File: src/rtl/rtc_regs_pkg.sv
package rtc_regs_pkg;
  // word offsets (byte offset / 4)
  localparam int unsigned OFS_SET_WR  = 0;
  localparam int unsigned OFS_SET_RD  = 1;
  localparam int unsigned OFS_CAL_WR  = 2;
  localparam int unsigned OFS_CAL_RD  = 3;
  localparam int unsigned OFS_NOW     = 4;
  localparam int unsigned OFS_SUBTICK = 5;
  localparam int unsigned OFS_ALARM   = 6;
  localparam int unsigned OFS_STATUS  = 8;
  localparam int unsigned OFS_MASK    = 9;
  localparam int unsigned OFS_ENABLE  = 10;
  localparam int unsigned OFS_DISABLE = 11;
  localparam int unsigned OFS_CTRL    = 16;

  // event bit positions in status / mask
  localparam int unsigned EV_SEC   = 0;
  localparam int unsigned EV_ALARM = 1;
  localparam int unsigned EV_NUM   = 2;

  // stored control bits
  localparam int unsigned CTL_BATT_BIT = 31;
  localparam int unsigned CTL_OSC_BIT  = 24;
endpackage

File: src/rtl/rtc_sec_count.sv
module rtc_sec_count #(
  parameter int unsigned TIME_W = 32
) (
  input  logic              clk,
  input  logic              rst,
  input  logic              tick,
  input  logic              set_we,
  input  logic [TIME_W-1:0] set_data,
  input  logic              alarm_we,
  input  logic [TIME_W-1:0] alarm_data,
  output logic [TIME_W-1:0] now_q,
  output logic [TIME_W-1:0] staged_q,
  output logic [TIME_W-1:0] alarm_q,
  output logic              alarm_hit
);
  logic              pend_q;
  logic [TIME_W-1:0] now_nxt;

  // value the count takes at this strobe
  assign now_nxt   = pend_q ? staged_q : now_q + TIME_W'(1);
  assign alarm_hit = tick && (now_nxt == alarm_q);

  always_ff @(posedge clk) begin
    if (rst) begin
      now_q    <= '0;
      staged_q <= '0;
      alarm_q  <= '0;
      pend_q   <= 1'b0;
    end else begin
      if (tick) now_q <= now_nxt;
      if (set_we) begin
        staged_q <= set_data;
        pend_q   <= 1'b1;
      end else if (tick) begin
        pend_q   <= 1'b0;
      end
      if (alarm_we) alarm_q <= alarm_data;
    end
  end

  // a plain strobe advances the count by exactly one
  assert_count_step_R4: assert property (@(posedge clk) disable iff (rst)
    !$past(rst) && $past(tick) && !$past(pend_q) |-> now_q == $past(now_q) + TIME_W'(1));
  // no strobe, no change of the live count (staging writes included)
  assert_count_hold_R2: assert property (@(posedge clk) disable iff (rst)
    !$past(rst) && !$past(tick) |-> $stable(now_q));
  // a pending value is what the strobe loads
  assert_stage_load_R2: assert property (@(posedge clk) disable iff (rst)
    !$past(rst) && $past(tick) && $past(pend_q) |-> now_q == $past(staged_q));
endmodule

File: src/rtl/rtc_irq_ctrl.sv
module rtc_irq_ctrl #(
  parameter int unsigned N = 2
) (
  input  logic         clk,
  input  logic         rst,
  input  logic [N-1:0] event_in,
  input  logic         clr_we,
  input  logic         en_we,
  input  logic         dis_we,
  input  logic [N-1:0] wbits,
  output logic [N-1:0] sts_q,
  output logic [N-1:0] mask_q,
  output logic [N-1:0] irq_q
);
  for (genvar i = 0; i < N; i++) begin : g_ev
    logic sts_nxt, mask_nxt;

    always_comb begin
      sts_nxt  = (sts_q[i] && !(clr_we && wbits[i])) || event_in[i];
      mask_nxt = (mask_q[i] || (en_we && wbits[i])) && !(dis_we && wbits[i]);
    end

    always_ff @(posedge clk) begin
      if (rst) begin
        sts_q[i]  <= 1'b0;
        mask_q[i] <= 1'b0;
        irq_q[i]  <= 1'b0;
      end else begin
        sts_q[i]  <= sts_nxt;
        mask_q[i] <= mask_nxt;
        irq_q[i]  <= sts_nxt && mask_nxt;
      end
    end

    // an event always leaves its status bit set
    assert_event_sets_R5: assert property (@(posedge clk) disable iff (rst)
      !$past(rst) && $past(event_in[i]) |-> sts_q[i]);
    // a set bit survives unless a one was written to clear it
    assert_sticky_R6: assert property (@(posedge clk) disable iff (rst)
      !$past(rst) && $past(sts_q[i]) && !$past(clr_we && wbits[i]) |-> sts_q[i]);
    // enable write sets the mask bit
    assert_mask_set_R7: assert property (@(posedge clk) disable iff (rst)
      !$past(rst) && $past(en_we && wbits[i]) |-> mask_q[i]);
    // disable write clears the mask bit
    assert_mask_clr_R7: assert property (@(posedge clk) disable iff (rst)
      !$past(rst) && $past(dis_we && wbits[i]) |-> !mask_q[i]);
    // no line without both enable and status
    assert_irq_gated_R8: assert property (@(posedge clk) disable iff (rst)
      irq_q[i] |-> mask_q[i] && sts_q[i]);
  end
endmodule

File: src/rtl/rtc_time_regs.sv
module rtc_time_regs
  import rtc_regs_pkg::*;
#(
  parameter int unsigned ADDR_W = 5,
  parameter int unsigned DATA_W = 32,
  parameter int unsigned CAL_W  = 21
) (
  input  logic              clk,
  input  logic              rst,
  input  logic              sec_tick,
  input  logic [ADDR_W-1:0] reg_addr,
  input  logic              reg_we,
  input  logic [DATA_W-1:0] reg_wdata,
  output logic [DATA_W-1:0] reg_rdata,
  output logic              irq_sec,
  output logic              irq_alarm
);
  localparam int unsigned NEV = EV_NUM;

  logic              we_set, we_alarm, we_cal, we_ctrl, we_sts, we_en, we_dis;
  logic [DATA_W-1:0] now_q, staged_q, alarm_q;
  logic              alarm_hit;
  logic [NEV-1:0]    events, sts_q, mask_q, irq_q;
  logic [CAL_W-1:0]  cal_q;
  logic              batt_q, osc_q;
  logic [DATA_W-1:0] rd_nxt;

  assign we_set   = reg_we && (reg_addr == ADDR_W'(OFS_SET_WR));
  assign we_cal   = reg_we && (reg_addr == ADDR_W'(OFS_CAL_WR));
  assign we_alarm = reg_we && (reg_addr == ADDR_W'(OFS_ALARM));
  assign we_sts   = reg_we && (reg_addr == ADDR_W'(OFS_STATUS));
  assign we_en    = reg_we && (reg_addr == ADDR_W'(OFS_ENABLE));
  assign we_dis   = reg_we && (reg_addr == ADDR_W'(OFS_DISABLE));
  assign we_ctrl  = reg_we && (reg_addr == ADDR_W'(OFS_CTRL));

  rtc_sec_count #(.TIME_W(DATA_W)) u_count (
    .clk        (clk),
    .rst        (rst),
    .tick       (sec_tick),
    .set_we     (we_set),
    .set_data   (reg_wdata),
    .alarm_we   (we_alarm),
    .alarm_data (reg_wdata),
    .now_q      (now_q),
    .staged_q   (staged_q),
    .alarm_q    (alarm_q),
    .alarm_hit  (alarm_hit)
  );

  always_comb begin
    events           = '0;
    events[EV_SEC]   = sec_tick;
    events[EV_ALARM] = alarm_hit;
  end

  rtc_irq_ctrl #(.N(NEV)) u_irq (
    .clk      (clk),
    .rst      (rst),
    .event_in (events),
    .clr_we   (we_sts),
    .en_we    (we_en),
    .dis_we   (we_dis),
    .wbits    (reg_wdata[NEV-1:0]),
    .sts_q    (sts_q),
    .mask_q   (mask_q),
    .irq_q    (irq_q)
  );

  assign irq_sec   = irq_q[EV_SEC];
  assign irq_alarm = irq_q[EV_ALARM];

  always_ff @(posedge clk) begin
    if (rst) begin
      cal_q  <= '0;
      batt_q <= 1'b0;
      osc_q  <= 1'b0;
    end else begin
      if (we_cal) cal_q <= reg_wdata[CAL_W-1:0];
      if (we_ctrl) begin
        batt_q <= reg_wdata[CTL_BATT_BIT];
        osc_q  <= reg_wdata[CTL_OSC_BIT];
      end
    end
  end

  always_comb begin
    rd_nxt = '0;
    case (reg_addr)
      ADDR_W'(OFS_SET_RD): rd_nxt = staged_q;
      ADDR_W'(OFS_CAL_RD): rd_nxt = DATA_W'(cal_q);
      ADDR_W'(OFS_NOW):    rd_nxt = now_q;
      ADDR_W'(OFS_ALARM):  rd_nxt = alarm_q;
      ADDR_W'(OFS_STATUS): rd_nxt = DATA_W'(sts_q);
      ADDR_W'(OFS_MASK):   rd_nxt = DATA_W'(mask_q);
      ADDR_W'(OFS_CTRL): begin
        rd_nxt[CTL_BATT_BIT] = batt_q;
        rd_nxt[CTL_OSC_BIT]  = osc_q;
      end
      default:             rd_nxt = '0;
    endcase
  end

  always_ff @(posedge clk) begin
    if (rst) reg_rdata <= '0;
    else     reg_rdata <= rd_nxt;
  end

  // the read-only sub-second word never returns data
  assert_subtick_zero_R10: assert property (@(posedge clk) disable iff (rst)
    !$past(rst) && $past(reg_addr) == ADDR_W'(OFS_SUBTICK) |-> reg_rdata == '0);
  // interrupt lines are low while the block is held in reset
  assert_reset_quiet_R1: assert property (@(posedge clk)
    $past(rst) |-> !irq_sec && !irq_alarm && reg_rdata == '0);
endmodule

File: config.mk
export PLATFORM = sky130hd
export DESIGN_NAME = rtc_time_regs
export DESIGN_NICKNAME = d
export VERILOG_FILES = /design/src/rtl/rtc_regs_pkg.sv /design/src/rtl/rtc_sec_count.sv /design/src/rtl/rtc_irq_ctrl.sv /design/src/rtl/rtc_time_regs.sv
export SDC_FILE = /design/constraint.sdc
export NUM_CORES = 1
export LEC_CHECK = 0
export ABC_AREA = 1
export BUFFER_PORTS_ARGS = -buffer_cell sky130_fd_sc_hd__buf_2
export CAP_MARGIN = 25
export CORE_ASPECT_RATIO = 0.7
export CORE_MARGIN = 8
export CORE_UTILIZATION = 64
export CTS_CLUSTER_DIAMETER = 80
export CTS_CLUSTER_SIZE = 30
export DETAILED_ROUTE_END_ITERATION = 8
export PLACE_DENSITY = 0.83
export REMOVE_ABC_BUFFERS = 1
export SLEW_MARGIN = 25
export SYNTH_ARGS = -nofsm -noshare
export SYNTH_HDL_FRONTEND = slang
export SYNTH_HIERARCHICAL = 1
export SYNTH_SLANG_ARGS = --single-unit
File: constraint.sdc
create_clock -name clk -period 4.79 [get_ports clk]
set_input_delay 0.958 -clock clk [delete_from_list [all_inputs] [get_ports clk]]
set_output_delay 0.958 -clock clk [all_outputs]
set_load 0.05 [all_outputs]
==> metrics.yaml <==
status: "finished, final reports clean"
tritoncts: "done"
vias_per_cell: 5.70
setup_violations: 0
ys_types: 34
antenna_left: 0
hpwl_um: 15300
path_max_fanout: 31
grt_pass1_wl_um: 38700
placed_area_mm2: 0.00855
r2r_end: "u_irq/irq_q[1]"
rrSetupSlack_ps: 1430
tightest_slew_ps: 1010
p_leak_nw: 4.22
startpoint_type: "flip-flop"
drc: 0
min-delay-start: "batt_q"
ys.flop_type: "dfxtp_1"
hold_violations: 0
skew_ps: 12.5
relSlewSlack: 0.324
wl_per_cell_um: 15.9
place_congestion: 0.919
rows: 34
fin_nets: 1350
fin_tns_setup_ps: 0
cts.clk_slew.worst_paths_ps: 70
grt_max_degree: 77
rsz0062_at_grt: "false"
netlist_area_mm2: 0.00817
vias: 8457
hold_buffers: 0
grt_pass1_vias: 7746
final_layout_size_suffix_gt1_frac: 0.129
routed_wl_um: 23600
rr_startpoint: "u_count/pend_q"
dieArea_mm2: 0.0167
max_freq_mhz: 298
synth_area_per_cell_um2: 6.46
cts_buffer_depth: 2
synth_top_area_frac: 0.387
coreArea_mm2: 0.0125
cap_violations: 0
cts_resized: 0
cts_sinks: 158
antenna_cells: 0
async_reset_ff_frac: 0
synthCells: 1266
hold_class: "reg2reg"
die_w_um: 151
h-tree-depth: 4
cts_setup_buffers: 0
finalCritPeriodShare: 0.701
drtPass1Iterations: 6
power_mw: 3.07
yosys.area.top_type: "dfxtp_1"
antenna_found_initial: 0
finalMaxSlewViolations: 0
cp_data_arrival_time_ps: 3720
irDropWorstVdd_mv: 0.406
cp_data_required_time_ps: 5150
io_buffers: 74
cts_made_buffers: 17
ys_seq_area_frac: 0.387
track_usage: 0.282
die_h_um: 111
first_iter_violations: 1062
nFillCells: 1080
ios: 75
critPathKind: "reg2reg"
final_area_mm2: 0.00918
cts-root-buf: "clkbuf_16"
area_growth_pct: 12.3
ys_ff_latch: 158
worst_r2r_path_depth: 17
clk_latency_ps: 420
globalRouteOverflowTotal: 0
synthTopCellsByArea: "dfxtp_1 39%, nand2_1 12%, nor2_1 10%"
min_to: "batt_q"
synth_edf_count: 0
min_path_cells: 2
period_needed_ps: 3360
end_kind: "flip-flop"
start_util: 0.656
ys.warnings.count: 6
power_density_mw_per_mm2: 334
-- cells in the mapped netlist (3+ instances only) --
cell      count
inv_2         3
nand4_1      23
nand3_1     108
buf_2        11
nand2_1     271
clkbuf_1     40
o21ai_0     141
nor2_1      226
buf_1         3
buf_4         5
a21oi_1      61
o21ai_1      15
nand2_4       3
nand3_2       4
nor2_4        6
or2_2        18
inv_1       116
o211ai_1      6
nand2_2       3
nor2_2       10
dfxtp_1     158
nand3b_1     17
nor3_1        3
-- worst max path at each step --
stage / from / cells past startpoint / slack [ps] / to
floorplan: reg_addr[3] / 6 / 1400 / u_count/alarm_q[0]
global placement: reg_addr[3] / 9 / 1680 / u_count/alarm_q[29]
detailed placement: reg_addr[3] / 9 / 1560 / u_count/alarm_q[7]
CTS: u_count/pend_q / 17 / 1590 / u_irq/irq_q[1]
global route: u_count/pend_q / 17 / 1370 / u_irq/irq_q[1]
finish: u_count/pend_q / 17 / 1430 / u_irq/irq_q[1]
-- critical path, cell delays in order, from the launching register on --
cell and delay [ps]:
dfxtp_1 710, inv_1 560, buf_4 410, nand2_1 160
nand2_1 110, nand2_1 90, nand3_1 70, nor2_1 140
nand2_1 100, nor2_1 100, nand3_1 90, nor2_1 130
nand3_1 120, nor2_1 100, nand2_1 100, nor2_2 150
a21oi_1 80, nor2_1 100
-- metrics by stage --
stage / hold WS (ps) / cells / utilization / setup WS (ps)
final: 472 / 1483 / 0.736 / 1430
after global routing: 506 / 1483 / 0.736 / 1370
after CTS: 466 / 1483 / 0.736 / 1590
after detailed placement: 457 / 1451 / 0.686 / 1560
after global placement: 447 / 1451 / 0.686 / 1680
after floorplan: 427 / 1205 / - / 1400
-- cell families (layout without fill, tap and decap cells) --
logic type,Yosys count,in the layout,share of synthesized area
AO/OA/AOI/OAI,227,227,0.142
XOR/XNOR,2,2,0.00214
adder cells (fa/ha/maj),1,1,0.00153
buffers and inverters,181,236,0.0889
flip-flops,158,158,0.387
AND/OR/NAND/NOR,697,697,0.378
-- routing by layer --
metal / GRT usage / part of all wire / vias to the layer above
met4: 0.0822 / 0.014 / 0
li1: - / - / 4162
met3: 0.0612 / 0.094 / 32
met5: 0 / 0 / -
met1: 0.390 / 0.45 / 3837
met2: 0.430 / 0.44 / 426
-- cells in the final DEF (no fill, tap or decap), types with 6 or more instances in the layout --
cell and count:
a21oi_1 61, buf_2 74, buf_4 10, clkbuf_16 17, dfxtp_1 158, inv_1 113
nand2_1 271, nand3_1 108, nand3b_1 17, nand4_1 23, nor2_1 225, nor2_2 11
nor2_4 6, o211ai_1 6, o21ai_0 141, o21ai_1 15, or2_2 18
-- where the power goes --
part | total (mW) | leakage, nW | switching, mW | internal, mW
Sequential | 1.38 | 1.28 | 0.0371 | 1.34
Combinational | 0.241 | 2.64 | 0.169 | 0.0726
Clock | 1.45 | 0.303 | 0.605 | 0.842
Total | 3.07 | 4.22 | 0.811 | 2.26
-- registers in the layout (all words and copies together) (netlist names), 2 cells and up --
register / cells
u_irq/mask_q: 2
u_count/alarm_q: 32
u_count/staged_q: 32
reg_rdata: 32
u_irq/sts_q: 2
cal_q: 21
u_count/now_q: 32
u_irq/irq_q: 2
-- layout make-up --
class | count | area, um2 | area share
inverters | 120 | 452 | 0.0492
repair buffers | 84 | 445 | 0.0485
flip-flops and latches | 158 | 3160 | 0.345
well taps | 162 | 203 | 0.0221
clock inverters | 15 | 199 | 0.0217
multi-input cells | 927 | 4290 | 0.468
clock buffers | 17 | 425 | 0.0463
No activity file was read; power rests on OpenSTA's default activity.
